[src/rtl/dp18_pkg.sv]
package dp18_pkg;

  typedef enum logic [3:0] {
    OP_ADD  = 4'd0,
    OP_SUB  = 4'd1,
    OP_CMP  = 4'd2,
    OP_AND  = 4'd3,
    OP_OR   = 4'd4,
    OP_ADDK = 4'd5,
    OP_SUBK = 4'd6,
    OP_CLR  = 4'd7,
    OP_INC  = 4'd8
  } op_e;

  typedef enum logic [1:0] {
    PH_IDLE,
    PH_MEMRD,
    PH_EXEC
  } phase_e;

  localparam logic [2:0] SEL_AC1 = 3'd0;
  localparam logic [2:0] SEL_AC2 = 3'd1;
  localparam logic [2:0] SEL_IX1 = 3'd2;
  localparam logic [2:0] SEL_IX2 = 3'd3;
  localparam logic [2:0] SEL_PC  = 3'd4;
  localparam logic [2:0] SEL_CSW = 3'd5;
  localparam logic [2:0] SEL_MEM = 3'd6;
  localparam logic [2:0] SEL_IMM = 3'd7;

  function automatic logic op_known(input op_e op);
    return (op <= OP_INC);
  endfunction

  function automatic logic op_writes(input op_e op);
    return op_known(op) && (op != OP_CMP);
  endfunction

  function automatic logic op_uses_b_src(input op_e op);
    return (op == OP_ADD) || (op == OP_SUB) || (op == OP_CMP) ||
           (op == OP_AND) || (op == OP_OR);
  endfunction

  function automatic logic op_uses_a_src(input op_e op);
    return op_known(op) && (op != OP_CLR);
  endfunction

  function automatic logic op_is_sub(input op_e op);
    return (op == OP_SUB) || (op == OP_CMP) || (op == OP_SUBK);
  endfunction

endpackage

[src/rtl/dp18_ctrl.sv]
module dp18_ctrl
  import dp18_pkg::*;
#(
  parameter int W = 18
) (
  input  logic         clk,
  input  logic         rst_n,
  input  logic         cmd_valid,
  output logic         cmd_ready,
  input  logic [3:0]   cmd_op,
  input  logic [2:0]   cmd_src_a,
  input  logic [2:0]   cmd_src_b,
  input  logic [2:0]   cmd_dst,
  input  logic [W-1:0] cmd_imm,
  output op_e          q_op,
  output logic [2:0]   q_src_a,
  output logic [2:0]   q_src_b,
  output logic [2:0]   q_dst,
  output logic [W-1:0] q_imm,
  output logic         exec,
  output logic         mem_rd,
  output logic         done
);

  phase_e phase;
  logic   accept;
  logic   needs_mem;
  op_e    in_op;

  assign in_op     = op_e'(cmd_op);
  assign cmd_ready = (phase == PH_IDLE);
  assign accept    = cmd_valid && cmd_ready;
  assign needs_mem = (op_uses_a_src(in_op) && cmd_src_a == SEL_MEM) ||
                     (op_uses_b_src(in_op) && cmd_src_b == SEL_MEM);
  assign exec      = (phase == PH_EXEC);
  assign mem_rd    = (phase == PH_MEMRD);

  always_ff @(posedge clk) begin
    if (!rst_n) begin
      phase   <= PH_IDLE;
      q_op    <= OP_ADD;
      q_src_a <= '0;
      q_src_b <= '0;
      q_dst   <= SEL_IMM;
      q_imm   <= '0;
      done    <= 1'b0;
    end else begin
      done <= exec;
      unique case (phase)
        PH_IDLE: begin
          if (accept) begin
            q_op    <= in_op;
            q_src_a <= cmd_src_a;
            q_src_b <= cmd_src_b;
            q_dst   <= cmd_dst;
            q_imm   <= cmd_imm;
            phase   <= needs_mem ? PH_MEMRD : PH_EXEC;
          end
        end
        PH_MEMRD: phase <= PH_EXEC;
        PH_EXEC:  phase <= PH_IDLE;
        default:  phase <= PH_IDLE;
      endcase
    end
  end

  assert_accept_blocks_R2: assert property (@(posedge clk) disable iff (!rst_n)
    (cmd_valid && cmd_ready) |=> !cmd_ready);

  assert_done_pulse_R3: assert property (@(posedge clk) disable iff (!rst_n)
    done |=> !done);

  assert_memrd_single_R3: assert property (@(posedge clk) disable iff (!rst_n)
    mem_rd |=> (!mem_rd && !done));

endmodule

[src/rtl/dp18_regbank.sv]
module dp18_regbank
  import dp18_pkg::*;
#(
  parameter int W    = 18,
  parameter int NREG = 5
) (
  input  logic         clk,
  input  logic         rst_n,
  input  logic [2:0]   src_a,
  input  logic [2:0]   src_b,
  input  logic [W-1:0] imm,
  input  logic [W-1:0] console,
  input  logic [W-1:0] mem_rdata,
  input  logic         mdr_load,
  input  logic         we,
  input  logic [2:0]   wsel,
  input  logic [W-1:0] wdata,
  output logic [W-1:0] bus_a,
  output logic [W-1:0] bus_b
);

  logic [W-1:0] regs [NREG];
  logic [W-1:0] mdr;

  for (genvar g = 0; g < NREG; g++) begin : g_reg
    always_ff @(posedge clk) begin
      if (!rst_n)
        regs[g] <= '0;
      else if (we && wsel == 3'(g))
        regs[g] <= wdata;
    end
  end

  always_ff @(posedge clk) begin
    if (!rst_n)
      mdr <= '0;
    else if (mdr_load)
      mdr <= mem_rdata;
  end

  always_comb begin
    bus_a = '0;
    for (int i = 0; i < NREG; i++)
      if (src_a == 3'(i)) bus_a = regs[i];
    if (src_a == SEL_CSW) bus_a = console;
    if (src_a == SEL_MEM) bus_a = mdr;
  end

  always_comb begin
    bus_b = imm;
    for (int i = 0; i < NREG; i++)
      if (src_b == 3'(i)) bus_b = regs[i];
    if (src_b == SEL_CSW) bus_b = console;
    if (src_b == SEL_MEM) bus_b = mdr;
  end

endmodule

[src/rtl/dp18_alu.sv]
module dp18_alu
  import dp18_pkg::*;
#(
  parameter int W = 18
) (
  input  op_e          op,
  input  logic [W-1:0] a,
  input  logic [W-1:0] b,
  output logic [W-1:0] s,
  output logic         cout
);

  logic         sub;
  logic [W-1:0] b_x;
  logic [W:0]   ext;

  assign sub = op_is_sub(op);
  assign b_x = sub ? ~b : b;
  assign ext = {1'b0, a} + {1'b0, b_x} + {{W{1'b0}}, sub};

  always_comb begin
    unique case (op)
      OP_AND: begin
        s    = a & b;
        cout = 1'b0;
      end
      OP_OR: begin
        s    = a | b;
        cout = 1'b0;
      end
      OP_ADD, OP_SUB, OP_CMP, OP_ADDK, OP_SUBK, OP_CLR, OP_INC: begin
        s    = ext[W-1:0];
        cout = ext[W];
      end
      default: begin
        s    = '0;
        cout = 1'b0;
      end
    endcase
  end

endmodule

[src/rtl/dp18_three_bus.sv]
module dp18_three_bus
  import dp18_pkg::*;
#(
  parameter int W    = 18,
  parameter int NREG = 5
) (
  input  logic         clk,
  input  logic         rst_n,
  input  logic         cmd_valid,
  output logic         cmd_ready,
  input  logic [3:0]   cmd_op,
  input  logic [2:0]   cmd_src_a,
  input  logic [2:0]   cmd_src_b,
  input  logic [2:0]   cmd_dst,
  input  logic [W-1:0] cmd_imm,
  input  logic [W-1:0] console_sw,
  output logic         mem_rd,
  input  logic [W-1:0] mem_rdata,
  output logic         mem_we,
  output logic [W-1:0] mem_wdata,
  output logic         done,
  output logic         skip,
  output logic         flag_z,
  output logic         flag_n,
  output logic         flag_c
);

  localparam logic [W-1:0] ONE = {{(W-1){1'b0}}, 1'b1};

  op_e          q_op;
  logic [2:0]   q_src_a, q_src_b, q_dst;
  logic [W-1:0] q_imm;
  logic         exec;
  logic [W-1:0] bus_a_raw, bus_b_raw, bus_a, bus_b, bus_s;
  logic         carry;
  logic         wr_ok, reg_we;

  dp18_ctrl #(.W(W)) u_ctrl (
    .clk(clk), .rst_n(rst_n),
    .cmd_valid(cmd_valid), .cmd_ready(cmd_ready),
    .cmd_op(cmd_op), .cmd_src_a(cmd_src_a), .cmd_src_b(cmd_src_b),
    .cmd_dst(cmd_dst), .cmd_imm(cmd_imm),
    .q_op(q_op), .q_src_a(q_src_a), .q_src_b(q_src_b), .q_dst(q_dst),
    .q_imm(q_imm), .exec(exec), .mem_rd(mem_rd), .done(done)
  );

  dp18_regbank #(.W(W), .NREG(NREG)) u_regs (
    .clk(clk), .rst_n(rst_n),
    .src_a(q_src_a), .src_b(q_src_b), .imm(q_imm),
    .console(console_sw), .mem_rdata(mem_rdata), .mdr_load(mem_rd),
    .we(reg_we), .wsel(q_dst), .wdata(bus_s),
    .bus_a(bus_a_raw), .bus_b(bus_b_raw)
  );

  always_comb begin
    bus_a = (q_op == OP_CLR) ? '0 : bus_a_raw;
    unique case (q_op)
      OP_ADDK, OP_SUBK, OP_CLR: bus_b = q_imm;
      OP_INC:                   bus_b = ONE;
      default:                  bus_b = bus_b_raw;
    endcase
  end

  dp18_alu #(.W(W)) u_alu (
    .op(q_op), .a(bus_a), .b(bus_b), .s(bus_s), .cout(carry)
  );

  assign wr_ok     = exec && op_writes(q_op);
  assign reg_we    = wr_ok && (q_dst <= SEL_PC);
  assign mem_we    = wr_ok && (q_dst == SEL_MEM);
  assign mem_wdata = bus_s;

  always_ff @(posedge clk) begin
    if (!rst_n) begin
      flag_z <= 1'b0;
      flag_n <= 1'b0;
      flag_c <= 1'b0;
      skip   <= 1'b0;
    end else begin
      skip <= exec && (q_op == OP_INC) && !bus_s[W-1];
      if (exec && op_known(q_op)) begin
        flag_z <= (bus_s == '0);
        flag_n <= bus_s[W-1];
        flag_c <= carry;
      end
    end
  end

  assert_skip_with_done_R8: assert property (@(posedge clk) disable iff (!rst_n)
    skip |-> done);

  assert_cmp_no_write_R5: assert property (@(posedge clk) disable iff (!rst_n)
    mem_we |-> (q_op != OP_CMP));

  assert_memwe_before_done_R10: assert property (@(posedge clk) disable iff (!rst_n)
    mem_we |=> done);

  assert_logic_clears_carry_R6: assert property (@(posedge clk) disable iff (!rst_n)
    (exec && (q_op == OP_AND || q_op == OP_OR)) |=> !flag_c);

  assert_flags_hold_unknown_R11: assert property (@(posedge clk) disable iff (!rst_n)
    (exec && !op_known(q_op)) |=> ($stable(flag_z) && $stable(flag_n) && $stable(flag_c)));

endmodule

[config.mk]
export PLATFORM = sky130hd
export DESIGN_NAME = dp18_three_bus
export DESIGN_NICKNAME = d
export VERILOG_FILES = /design/src/rtl/dp18_pkg.sv /design/src/rtl/dp18_ctrl.sv /design/src/rtl/dp18_regbank.sv /design/src/rtl/dp18_alu.sv /design/src/rtl/dp18_three_bus.sv
export SDC_FILE = /design/constraint.sdc
export NUM_CORES = 1
export LEC_CHECK = 0
export ABC_AREA = 1
export BUFFER_PORTS_ARGS = -buffer_cell sky130_fd_sc_hd__buf_2
export CORE_AREA = 2 2 130 132
export DETAILED_ROUTE_END_ITERATION = 6
export DIE_AREA = 0 0 132 134
export PLACE_DENSITY = 0.8
export REMOVE_ABC_BUFFERS = 1
export SLEW_MARGIN = 40
export SYNTH_ARGS = -nofsm -noshare
export SYNTH_HDL_FRONTEND = slang
export SYNTH_SLANG_ARGS = --single-unit
[constraint.sdc]
create_clock -name clk -period 8.25 [get_ports clk]
set_clock_uncertainty 0.2 [all_clocks]
set_input_delay 0.825 -clock clk [delete_from_list [all_inputs] [get_ports clk]]
set_output_delay 0.825 -clock clk [all_outputs]
set_load 0.005 [all_outputs]
Word level (Yosys, flattened, before mapping)
Memory sizes are Yosys's and may differ from the RTL's.
Index checks and enable logic that the tools add are counted.
{"block": "word_totals", "in_bits": 70, "mem_count": 1, "ramBits": 90, "ff_bits": 56, "wordCells": 139, "output_inout_bits": 26}
{"block": "classes", "eq_ne": 36, "n_bitwise": 8, "n_addsub": 2, "reduce_logical": 34, "muxes": 43, "n_lt_le_gt_ge": 3}
{"name": "u_regs.regs", "depth": 5, "width": 18, "read_ports": 5, "rd_ports_with_merged_regs": 0, "wr": 5, "line_no": "dp18_regbank.sv:22", "text": "logic [W-1:0] regs [NREG];"}
{"operator": "18-bit 2-to-1 mux", "count": 21}
{"operator": "18-bit case mux with 3 select lines", "count": 1}
{"operator": "18-bit case mux with 2 select lines", "count": 1}
{"operator": "3-bit equality test, second input constant", "count": 10}
{"operator": "4-bit by 3-bit equality test with 1-bit output, second input constant", "count": 5}
{"operator": "18-bit by 18-bit adder with 19-bit output", "count": 1}
{"operator": "19-bit by 1-bit adder with 19-bit output", "count": 1}
{"operator": "18-bit bitwise AND", "count": 1}
{"operator": "3-bit by 2-bit equality test with 1-bit output, second input constant", "count": 6}
{"operator": "18-bit logical NOT", "count": 1}
{"operator": "18-bit inverter", "count": 1}
{"operator": "18-bit OR", "count": 1}
{"operator": "1-bit 2-to-1 mux", "count": 17}
{"operator": "4-bit by 2-bit equality test with 1-bit output, second input constant", "count": 4}
{"operator": "1-bit logical AND", "count": 16}
{"operator": "3-bit by 1-bit equality test with 1-bit output, second input constant", "count": 3}
{"operator": "3-bit logical NOT", "count": 3}
{"operator": "4-bit by 1-bit equality test with 1-bit output, second input constant", "count": 2}
{"operator": "4-bit less-or-equal comparator, second input constant", "count": 2}
{"operator": "4-bit logical NOT", "count": 2}
{"operator": "1-bit logical OR", "count": 7}
{"operator": "7-bit OR reduction", "count": 1}
{"operator": "1-bit OR", "count": 5}
{"operator": "4-bit equality test, second input constant", "count": 1}
{"operator": "other kinds (12)", "count": 13}

Depth between registers and ports, before layout
{"block": "depth", "word_depth": 16, "ltp_mapped": 34, "ltp_nobuf": 34}

Cells and area by module
A second synthesis with hierarchy kept.
{"block": "unflattened", "hier_cells": 1456, "hier_area_um2": 10169.8}
{"module": "dp18_regbank", "area_each_um2": 6317.3, "seq_area_each_um2": 3062.9, "cells_per_inst": 833, "n_inst": 1}
{"module": "dp18_alu", "area_each_um2": 1697.9, "seq_area_each_um2": 0.0, "cells_per_inst": 308, "n_inst": 1}
{"module": "dp18_ctrl", "area_each_um2": 1291.2, "seq_area_each_um2": 680.7, "cells_per_inst": 163, "n_inst": 1}
{"module": "dp18_three_bus", "area_each_um2": 863.3, "seq_area_each_um2": 80.1, "cells_per_inst": 152, "n_inst": 1}

Worst setup path after synthesis
No wires, ideal clock.
{"block": "synth_path", "path_kind": "register to output", "start": "register u_ctrl.q_src_b[0]", "end": "output port mem_wdata[16]", "required_ns": 7.225, "n_path_buf": 2, "t_arrival_ns": 3.236, "path_stages_with_launch": 25, "slack_ns": 3.989, "path_cell_list": "dfxtp_1 > nor2_4 > nand2_2 > inv_1 > buf_2 > clkbuf_1 > a21oi_1 > nand2_1 > o21ai_0 > o21ai_0 > nand2_1 > xor2_1 > ha_1 > nand2_1 > o21a_1 > o21ai_0 > nand4_1 > nand2_1 > nand2_1 > inv_1 > nor2_1 > o21ai_0 > nand2_1 > nor2_4 > inv_1"}
{"block": "synth_via", "elab_chain_cells": 14, "word_cells_on_any_way": 22, "classes_between": "2 x add/sub; 6 x eq/ne; 10 x mux; 3 x bitwise; 1 x reduce/logical"}
{"item": "start, declared", "line_no": "dp18_ctrl.sv:17", "text": "output logic [2:0] q_src_b,"}
{"item": "start signal, assigned", "line_no": "dp18_ctrl.sv:54", "text": "q_src_b <= cmd_src_b;"}
{"item": "3-bit logical NOT", "line_no": "dp18_regbank.sv:52", "text": "if (src_b == 3'(i)) bus_b = regs[i];"}
{"item": "18-bit 2-to-1 mux (5 in series)", "line_no": "dp18_regbank.sv:52"}
{"item": "18-bit 2-to-1 mux", "line_no": "dp18_regbank.sv:53", "text": "if (src_b == SEL_CSW) bus_b = console;"}
{"item": "18-bit 2-to-1 mux (*)", "line_no": "dp18_regbank.sv:54", "text": "if (src_b == SEL_MEM) bus_b = mdr;"}
{"item": "18-bit case mux with 2 select lines (*)", "line_no": "dp18_three_bus.sv:57", "text": "unique case (q_op)"}
{"item": "18-bit inverter", "line_no": "dp18_alu.sv:18", "text": "assign b_x = sub ? ~b : b;"}
{"item": "18-bit 2-to-1 mux", "line_no": "dp18_alu.sv:18"}
{"item": "18-bit by 18-bit adder with 19-bit output", "line_no": "dp18_alu.sv:19", "text": "assign ext = {1'b0, a} + {1'b0, b_x} + {{W{1'b0}}, sub};"}
{"item": "19-bit by 1-bit adder with 19-bit output", "line_no": "dp18_alu.sv:19"}
{"item": "18-bit case mux with 3 select lines (*)", "line_no": "dp18_alu.sv:22", "text": "unique case (op)"}
{"item": "end, declared", "line_no": "dp18_three_bus.sv:20", "text": "output logic [W-1:0] mem_wdata,"}
Mark *: on every way between the ends. The rest lies on a longest branch, timed or not.

Worst setup path after layout
{"block": "layout_path", "start": "register u_ctrl.q_src_b[2]", "end": "output port mem_wdata[17]"}
The elaborated chain is that of the path after synthesis.

==> run_results.csv <==
group,metric,value,unit
power,p_seq_frac,0.311,
drt,totalWireLength,32.3,mm
final_layout,area.sequential,3820,sq um
grt,grt_pass1_vias,9074,
floorplanning,core_region_area,16300,sq um
sta,finalSetupTns,0,ps
worst_setup_path,critPathArrivalTime,4860,ps
synthesis,yosysMostFrequentCell,"nand2_1",
clock_tree,numCtsBuffers,17,
worst_setup_path,cp_max_fo,19,
power,combPwrFrac,0.392,
power,p_per_area,248,nW/um^2
final_layout,drive_above_1_share,0.144,
floorplanning,rows,47,
sta,min_period,5890,ps
floorplanning,die_x,132,um
sta,setup_viol,0,
sta,finalCritPeriodShare,0.713,
power,leakage,4.86,nW
synthesis,synth_commonest_cells,"nand2_1, nor2_1, inv_1, a21oi_1, o21ai_0",
synthesis,yosysWarnings,0,
grt,grt_overflow,0,
synthesis,async_flop_share,0,
clock_tree,cts_tree,"yes",
job,maxCapViolCount,0,
clock_tree,cts.sinks,146,
placed_design,dp_slack,2930,ps
final_layout,layout.nets,1541,
floorplanning,start_util,0.593,
final_layout,instances_no_fill,1686,
clock_tree,h-tree-depth,4,
power,p_int,1.58,mW
power,power_frac_clock,0.298,
sta,rsz0062_at_grt,"no",
drt,drt_iter0_drc,1317,
power,peakVddDrop,198,uV
status,status,"complete, no violations",
worst_setup_path,critical-path-max-stage-delay,440,ps
worst_setup_path,crit_chain,"inv_2, nand3_2, inv_2, a21oi_1, o21ai_1, o21ai_0, o21ai_0, o21ai_0, o21ai_0, o21ai_0, o21ai_1, nand2_1, xor2_1, ha_1, nand2_1, nor3_1, nand2_1, o211a_1, a21oi_1, nor2_1, nor2_4, inv_1, buf_2",
floorplanning,die-area,17700,sq um
final_layout,multi_input_area,5010,sq um
sta,fmax,170,MHz
sta,maxSlewViolCount,0,
drt,route.detailed.drc,0,
clock_tree,holdBufCountCts,0,
placed_design,hpwl,23.2,mm
final_layout,num_antenna_cells,0,
clock_tree,post-cts-setup-buffers,0,
drt,drtAntennaViolNets,0,
synthesis,ys_top_cells_by_area,"edfxtp_1, dfxtp_1, nand2_1",
clock_tree,clk_pin_slew,70,ps
floorplanning,pin_count,96,
drt,drt-pass1-iter-count,6,
synthesis,synth.avg_cell_area,6.97,sq um
placed_design,port-buffer-count,95,
worst_setup_path,required,7220,ps
worst_setup_path,end_kind,"output port",
sta,hold_viol_final,0,
synthesis,yosysUniqueCellTypes,42,
synthesis,netlist.area_leader.share,0.280,
worst_setup_path,crit_top_cell,"o21ai_0",
final_layout,utilization,0.667,
clock_tree,clockBufferDepth,2,
final_layout,fillCellCount,1493,
power,p_sw_frac,0.415,
placed_design,place_inst,1653,
worst_setup_path,setup.worst_path.start_class,"flip-flop",
power,p_total,2.70,mW
grt,antenna_found_initial,0,
grt,grtUsageTotal,0.368,
hold_path,hold_path.class,"flip-flop to flip-flop",
synthesis,synthCells,1386,
synthesis,synth_ff_type,"edfxtp_1",
grt,grt_pass1_wl,49.8,mm
drt,detail_route.wl_per_cell,19.1,um
power,switchingPower,1.12,mW
drt,vias,10000,
floorplanning,die_h,134,um
synthesis,synth_edf_count,90,
sta,max_slew.worst_pin.slew,729,ps
final_layout,area_delta_synth_final,12.4,%
placed_design,gp_congestion,0.976,
sta,setup_ws,2360,ps
synthesis,yosys.area.top_type,"edfxtp_1",
synthesis,syn_area,9670,sq um
clock_tree,cts_resized,0,
grt,grt_max_degree,62,
worst_setup_path,cpMaxStageDelayCell,"inv_2",
clock_tree,cts-root-buf,"clkbuf_16",
clock_tree,clock_latency,430,ps
drt,drt-vias-per-instance,5.94,
sta,relSlewSlack,0.513,
synthesis,seq_area_frac_synth,0.396,
worst_setup_path,worstSetupPathType,"flip-flop to output port",
synthesis,synth_seq_cells,146,
==> power by group through the flow <==
stage	Combinational, mW	Clock (mW)	Sequential, mW
CTS	1.03	0.797	0.835
detailed placement	1.03	0	0.851
global route	1.16	0.828	0.839
finish	1.06	0.803	0.837
global placement	1.02	0	0.850
floorplan	0.675	0	0.839
==> worst max-delay path, delay by kind of cell, from the launching register on <==
| family | cells | cell delay [ps] |
|---|---|---|
| buf+inv | 4 | 920 |
| fa+ha+maj | 1 | 380 |
| flops | 1 | 330 |
| simple gates | 7 | 1310 |
| xor+xnor | 1 | 160 |
| compound gates | 10 | 1310 |
==> final timing paths <==
check                                       from                  end  slack [ps]  cells past startpoint
setup / recovery  u_ctrl.q_src_b[2]$_SDFFE_PN0P_        mem_wdata[17]        2360                     23
hold reg to reg              flag_c$_SDFFE_PN0P_  flag_c$_SDFFE_PN0P_         270                      2
hold / removal               flag_c$_SDFFE_PN0P_  flag_c$_SDFFE_PN0P_         270                      2
setup reg to reg  u_ctrl.q_src_b[2]$_SDFFE_PN0P_  flag_z$_SDFFE_PN0P_        2990                     29
==> logic make-up (layout without fill, tap and decap cells) <==
kind of cell | Yosys count | after routing | share of synthesized area
DFF | 146 | 146 | 0.396
AOI/OAI and AO/OA | 312 | 312 | 0.176
xor gates and xnor gates | 17 | 17 | 0.0154
buffers and inverters | 214 | 294 | 0.0897
and+or+nand+nor | 679 | 679 | 0.300
adders and majority gates | 18 | 18 | 0.0241
==> area by class of cell <==
type / count / share of cell area
clock buffer: 17 / 0.0392
sequential: 146 / 0.352
tap: 220 / 0.0253
clock inverter: 15 / 0.0161
multi-input combinational: 1026 / 0.461
inverter: 154 / 0.0532
timing repair buffer: 108 / 0.0528
==> state kept, by name, indices dropped and copies added (netlist names) <==
| name | cells |
|---|---|
| u_ctrl.phase | 2 |
| flag_n | 1 |
| u_ctrl.q_src_b | 3 |
| flag_z | 1 |
| u_ctrl.q_op | 4 |
| u_ctrl.done | 1 |
| u_regs.mdr | 18 |
| skip | 1 |
| flag_c | 1 |
| u_regs.regs | 90 |
| u_ctrl.q_dst | 3 |
| u_ctrl.q_imm | 18 |
| u_ctrl.q_src_a | 3 |
==> cells in the final DEF (no fill, tap or decap), types with 9 or more instances in the layout <==
cell type,Yosys,layout
dfxtp_1,56,56
o21ai_0,119,119
nand4_1,12,12
o211ai_1,15,15
o21ai_1,26,26
nor2_1,241,240
nor3_1,9,9
edfxtp_1,90,90
nand2_1,282,277
clkbuf_16,0,17
inv_1,137,136
xor2_1,17,17
buf_2,15,95
ha_1,17,17
buf_4,4,13
inv_2,15,16
or2_2,14,14
a21oi_1,121,121
nand2_2,15,20
nand3_1,85,82
==> metal layers <==
layer | vias to the layer above | track usage | part of all wire
li1 | 4729 | - | -
met5 | - | 0 | 0
met3 | 106 | 0.0484 | 0.092
met2 | 614 | 0.620 | 0.48
met4 | 0 | 0.178 | 0.049
met1 | 4560 | 0.470 | 0.38
==> metrics by stage <==
step | hold slack (ps) | instance area (sq um)
6_report | 274 | 10900
5_1_grt | 296 | 10900
4_1_cts | 275 | 10800
3_5_place_dp | 262 | 10200
3_3_place_gp | 264 | 10200
2_1_floorplan | 244 | 9380
Note: power is estimated with default switching activity, not from simulation.
